## config.mk

```make
export PLATFORM = sky130hd
export DESIGN_NAME = flag_alu
export DESIGN_NICKNAME = d
export VERILOG_FILES = /design/src/rtl/flag_alu_pkg.sv /design/src/rtl/alu_adder.sv /design/src/rtl/alu_logic.sv /design/src/rtl/alu_status_reg.sv /design/src/rtl/flag_alu.sv
export SDC_FILE = /design/constraint.sdc
export NUM_CORES = 1
export LEC_CHECK = 0
export BUFFER_PORTS_ARGS = -buffer_cell sky130_fd_sc_hd__buf_4
export CORE_MARGIN = 2
export CORE_UTILIZATION = 52
export CTS_CLUSTER_SIZE = 20
export DETAILED_ROUTE_END_ITERATION = 10
export PLACE_DENSITY_LB_ADDON = 0.08
export SLEW_MARGIN = 20
export SYNTH_ARGS = -nofsm -noshare
export SYNTH_HDL_FRONTEND = slang
export SYNTH_SLANG_ARGS = --single-unit
export TNS_END_PERCENT = 30
```

## constraint.sdc

```tcl
create_clock -name clk -period 4.6 [get_ports clk]
set_input_delay 0.46 -clock clk [delete_from_list [all_inputs] [get_ports clk]]
set_output_delay 0.46 -clock clk [all_outputs]
set_load 0.02 [all_outputs]
```

## src/rtl/flag_alu_pkg.sv

```systemverilog
package flag_alu_pkg;

    typedef enum logic [3:0] {
        OP_AND = 4'd0,
        OP_XOR = 4'd1,
        OP_SUB = 4'd2,
        OP_RSB = 4'd3,
        OP_ADD = 4'd4,
        OP_ADC = 4'd5,
        OP_SBC = 4'd6,
        OP_ORR = 4'd7,
        OP_TST = 4'd8,
        OP_TEQ = 4'd9,
        OP_CMP = 4'd10,
        OP_CMN = 4'd11,
        OP_BIC = 4'd12,
        OP_MOV = 4'd13,
        OP_MVN = 4'd14,
        OP_RSV = 4'd15
    } alu_op_e;

    typedef struct packed {
        logic n;
        logic z;
        logic c;
        logic v;
    } nzcv_t;

    function automatic logic op_is_compare(alu_op_e op);
        return (op == OP_TST) || (op == OP_TEQ) || (op == OP_CMP) || (op == OP_CMN);
    endfunction

    function automatic logic op_is_arith(alu_op_e op);
        return (op == OP_SUB) || (op == OP_RSB) || (op == OP_ADD) || (op == OP_ADC) ||
               (op == OP_SBC) || (op == OP_CMP) || (op == OP_CMN);
    endfunction

    function automatic logic op_is_reserved(alu_op_e op);
        return op == OP_RSV;
    endfunction

endpackage

```

## src/rtl/alu_adder.sv

```systemverilog
module alu_adder
    import flag_alu_pkg::*;
#(
    parameter int unsigned WIDTH = 32
) (
    input  alu_op_e            op,
    input  logic [WIDTH-1:0]   a,
    input  logic [WIDTH-1:0]   b,
    input  logic               carry_in,
    output logic [WIDTH-1:0]   sum,
    output logic               carry_out,
    output logic               overflow
);
    localparam int unsigned MSB = WIDTH - 1;

    logic [WIDTH-1:0] lhs;
    logic [WIDTH-1:0] rhs;
    logic             cin;
    logic [WIDTH:0]   wide;

    always_comb begin
        lhs = a;
        rhs = b;
        cin = 1'b0;
        unique case (op)
            OP_ADD, OP_CMN: cin = 1'b0;
            OP_ADC:         cin = carry_in;
            OP_SUB, OP_CMP: begin rhs = ~b; cin = 1'b1; end
            OP_SBC:         begin rhs = ~b; cin = carry_in; end
            OP_RSB:         begin lhs = b; rhs = ~a; cin = 1'b1; end
            default:        cin = 1'b0;
        endcase
        wide      = {1'b0, lhs} + {1'b0, rhs} + {{WIDTH{1'b0}}, cin};
        sum       = wide[WIDTH-1:0];
        carry_out = wide[WIDTH];
        overflow  = (lhs[MSB] == rhs[MSB]) && (wide[MSB] != lhs[MSB]);
    end
endmodule

```

## src/rtl/alu_logic.sv

```systemverilog
module alu_logic
    import flag_alu_pkg::*;
#(
    parameter int unsigned WIDTH = 32
) (
    input  alu_op_e          op,
    input  logic [WIDTH-1:0] a,
    input  logic [WIDTH-1:0] b,
    output logic [WIDTH-1:0] y
);
    always_comb begin
        unique case (op)
            OP_AND, OP_TST: y = a & b;
            OP_XOR, OP_TEQ: y = a ^ b;
            OP_ORR:         y = a | b;
            OP_BIC:         y = a & ~b;
            OP_MOV:         y = b;
            OP_MVN:         y = ~b;
            default:        y = '0;
        endcase
    end
endmodule

```

## src/rtl/alu_status_reg.sv

```systemverilog
module alu_status_reg
    import flag_alu_pkg::*;
(
    input  logic  clk,
    input  logic  rst,
    input  logic  load,
    input  nzcv_t next_flags,
    output nzcv_t flags
);
    always_ff @(posedge clk) begin
        if (rst) begin
            flags <= '0;
        end else if (load) begin
            flags <= next_flags;
        end
    end
endmodule

```

## src/rtl/flag_alu.sv

```systemverilog
module flag_alu
    import flag_alu_pkg::*;
#(
    parameter int unsigned WIDTH = 32
) (
    input  logic             clk,
    input  logic             rst,
    input  logic [WIDTH-1:0] op_a,
    input  logic [WIDTH-1:0] op_b,
    input  logic [3:0]       opcode,
    input  logic             set_flags,
    input  logic             shift_carry,
    output logic [WIDTH-1:0] result,
    output logic             result_valid,
    output logic [3:0]       status
);
    localparam int unsigned MSB = WIDTH - 1;

    alu_op_e          op;
    nzcv_t            cur_flags;
    nzcv_t            nxt_flags;
    logic [WIDTH-1:0] arith_y;
    logic [WIDTH-1:0] logic_y;
    logic [WIDTH-1:0] value;
    logic             arith_c;
    logic             arith_v;
    logic             is_arith;
    logic             is_cmp;
    logic             is_rsv;
    logic             flag_load;

    assign op       = alu_op_e'(opcode);
    assign is_arith = op_is_arith(op);
    assign is_cmp   = op_is_compare(op);
    assign is_rsv   = op_is_reserved(op);

    alu_adder #(.WIDTH(WIDTH)) u_adder (
        .op        (op),
        .a         (op_a),
        .b         (op_b),
        .carry_in  (cur_flags.c),
        .sum       (arith_y),
        .carry_out (arith_c),
        .overflow  (arith_v)
    );

    alu_logic #(.WIDTH(WIDTH)) u_logic (
        .op (op),
        .a  (op_a),
        .b  (op_b),
        .y  (logic_y)
    );

    always_comb begin
        value       = is_arith ? arith_y : logic_y;
        nxt_flags.n = value[MSB];
        nxt_flags.z = (value == '0);
        nxt_flags.c = is_arith ? arith_c : shift_carry;
        nxt_flags.v = is_arith ? arith_v : cur_flags.v;
        flag_load   = !is_rsv && (set_flags || is_cmp);
    end

    assign result       = is_rsv ? '0 : value;
    assign result_valid = !is_rsv && !is_cmp;
    assign status       = cur_flags;

    alu_status_reg u_status (
        .clk        (clk),
        .rst        (rst),
        .load       (flag_load),
        .next_flags (nxt_flags),
        .flags      (cur_flags)
    );
endmodule

```

==> impl_metrics.tcl <==
set metrics [dict create \
    status "finished clean" \
    largest-register "u_status.flags" \
    syn-mean-instance-area_um2 6.09 \
    wl_per_cell_um 18.8 \
    hold_violations 0 \
    worstPathMaxFanout 6 \
    crit_arrival_ns 4.72 \
    numCtsBuffers 3 \
    whs_ns 0.443 \
    synth.top_cells.by_area "ha_1 (15%), o21ai_0 (12%), nand2_1 (7.2%), inv_1 (5.7%), a21oi_1 (5.7%)" \
    cts_buffer_depth 2 \
    p_leak_nw 3.10 \
    grt_max_degree 55 \
    io_pins 109 \
    gp_congestion 1.03 \
    synth_edf_count 0 \
    ant_nets 0 \
    grt_pass1_vias 6801 \
    antenna_cells 0 \
    r2r_setup_slack_ns 0.38 \
    cap_violations 0 \
    initial_utilization_pct 53.3 \
    ys_ff_latch 4 \
    whs_endpoint "u_status.flags[0]" \
    syn_area_mm2 0.00519 \
    via_per_inst 6.40 \
    grt_overflow 0 \
    synthMuxAreaShare_pct 1.54 \
    die_w_um 104 \
    hold_depth 2 \
    drt_pass1_iterations 7 \
    vdd_drop_max_uv 125 \
    syn_to_final_growth_pct 29.9 \
    ys.flop_type "dfxtp_1" \
    cts.sinks 4 \
    hold_start "rst" \
    slowest_delay_ns 0.59 \
    clockRootBuffer "clkbuf_8" \
    skew_ns 0.00471 \
    crit_slowest_cell "or4_4" \
    synth_xor_xnor_area_share_pct 4.73 \
    synth_warnings 0 \
    drv_slew 0 \
    async_flop_share_pct 0 \
    grt_usage_pct 36.2 \
    final_util_pct 69.3 \
    netlist_top_cells_count "o21ai_0 (123), nand2_1 (99), inv_1 (79)" \
    place.port_buffers 108 \
    path_class "in2reg" \
    period_needed_ns 4.56 \
    core-area_mm2 0.00973 \
    routed_wl_um 20800 \
    vias 7096 \
    synth_top_area_share_pct 15.2 \
    largest_reg_flops 4 \
    synth_top_family_by_area "compound AO/OA/AOI/OAI gates" \
    syn_nets 989 \
    ys_seq_area_share_pct 1.54 \
    final_cells 1109 \
    ys_types 69 \
    place_hpwl_um 15800 \
    crit_family "simple AND/OR/NAND/NOR gates" \
    rsz0062_at_grt "yes" \
    synthCells 852 \
    path_common_cell "fa_2" \
    yosysMostFrequentCell "o21ai_0" \
    hold_class "in2reg" \
    layout-drive-gt1-share_pct 22.0 \
    die_area_mm2 0.0108 \
    critical_path_buf_inv_count 3 \
    synthAdderAreaFrac_pct 16.0 \
    timing.slew.headroom_pct 45.9 \
    setup_violations 0 \
    worst_slew_pin_slew_ns 0.808 \
    top_regs "u_status.flags: 4 flops" \
    die_h_um 104 \
    antenna_found_initial 0 \
    clk_pin_slew_worst_paths_ns 0.04 \
    row_count 36 \
    cts_hold_buf 0 \
    fmax_mhz 219 \
    timing.rr.end "u_status.flags[2]" \
    crit_chain "buf_4 > nand2_4 > nor3_4 > buf_6 > a22oi_2 > o21ai_4 > fa_2 > inv_2 > fa_2 > xor2_2 > a211oi_2 > or4b_4 > nand4bb_1 > or4_4 > nor4_4 > nand4b_1 > nor4_2 > nand4_1 > o21ai_1" \
    insertion_delay_ns 0.22 \
    synth_compound_gate_area_share_pct 38.8 \
    yosysTopAreaCell "ha_1" \
    cts_tree "built" \
    reg2reg_depth 16 \
    cts_max_level 1 \
    critPathCaptureType "flop" \
    synthSimpleGateAreaFrac_pct 26.8 \
    drc_errors 0 \
    post-route-period-util_pct 99.2 \
    p_per_area_mw_per_mm2 190 \
    dp.cells 1096 \
    rr_startpoint "u_status.flags[1]" \
    drt_iter0_markers 558 \
    finalNetCount 1115 \
    worst_setup_path_start_kind "input port" \
    required_ns 4.76 \
    fin_setup_tns_ns 0 \
    grt_pass1_wl_um 32800 \
]
## cell usage in the layout, fill, tap and decap left out, types with 5 or more instances in the layout
| master | n |
|---|---|
| nand4_1 | 13 |
| ha_1 | 63 |
| a211oi_1 | 14 |
| o21a_1 | 7 |
| a221oi_1 | 10 |
| buf_12 | 7 |
| a311oi_1 | 5 |
| nor2b_1 | 5 |
| a31oi_1 | 8 |
| and3_1 | 12 |
| o21ai_0 | 119 |
| a21o_1 | 9 |
| o21ai_1 | 5 |
| nor3_1 | 29 |
| a211o_1 | 5 |
| xnor2_1 | 9 |
| or3_1 | 5 |
| inv_1 | 77 |
| a22oi_1 | 30 |
| buf_4 | 172 |
| nand3_1 | 22 |
| a21oi_1 | 57 |
| mux2i_1 | 8 |
| nor2_1 | 65 |
| o211ai_1 | 8 |
| xor2_1 | 18 |
| nand2_1 | 97 |
## per-layer routing
metal | routed length (um) | global-route usage (%) | share of wire (%)
met5 | 0 | 0 | 0
met4 | 636 | 14.1 | 3.1
met3 | 1750 | 4.20 | 8.4
met2 | 10100 | 63.2 | 48
met1 | 8360 | 45.3 | 40
## stage by stage
stage | total power, mW | area (um^2) | worst slack, ns
global placement | 1.12 | 6450 | -0.0493
CTS | 1.22 | 6500 | 0.0982
finish | 1.28 | 6740 | 0.0362
global route | 1.37 | 6740 | -0.112
floorplan | 0.715 | 5270 | 0.0580
detailed placement | 1.13 | 6450 | -0.0990
## worst max-delay path by stage
| stage | start | end | slack, ns | depth (start not counted) |
|---|---|---|---|---|
| 3_5_place_dp | opcode[0] | u_status.flags[2] | -0.1 | 18 |
| 2_1_floorplan | opcode[1] | result[28] | 0.06 | 20 |
| 3_3_place_gp | opcode[0] | u_status.flags[2] | -0.05 | 18 |
| 6_report | opcode[0] | u_status.flags[2] | 0.04 | 19 |
| 5_1_grt | opcode[0] | u_status.flags[2] | -0.11 | 18 |
| 4_1_cts | opcode[0] | result[28] | 0.1 | 18 |
## report_power, final
part,leakage [nW],internal [mW],total (mW),switching (mW)
registers,0.0327,0.0377,0.0397,0.00209
clock network,0.0216,0.0561,0.0779,0.0218
logic,3.05,0.491,1.16,0.669
## cell families after synthesis
group / after synthesis
muxes: 8
DFF: 4
and+or+nand+nor: 288
AOI/OAI and AO/OA: 321
xor gates and xnor gates: 28
adders and majority gates: 65
buffers and inverters: 138
## layout make-up
class	count	area (um^2)
Tap cell	133	166
Multi-Input combinational cell	710	4700
Timing Repair Buffer	180	1440
Sequential cell	4	80.1
Fill cell	889	2990
Inverter	79	309
Clock buffer	3	41.3
## repair_timing
item                       in CTS  in global routing
setup buffers                   0                 10
gates resized for setup         0                 38
setup endpoints to repair       0                  6
## worst register-to-register path, cell delays in order, from the launching register on
cell and delay, ns:
dfxtp_1 0.34, o21ai_2 0.08, o21ai_2 0.08, a22o_1 0.23
fa_2 0.37, inv_2 0.07, fa_2 0.23, xor2_2 0.18
a211oi_2 0.05, or4b_4 0.53, nand4bb_1 0.24, or4_4 0.59
nor4_4 0.34, nand4b_1 0.18, nor4_2 0.31, nand4_1 0.19
o21ai_1 0.16
No activity file was read; power rests on OpenSTA's default activity.
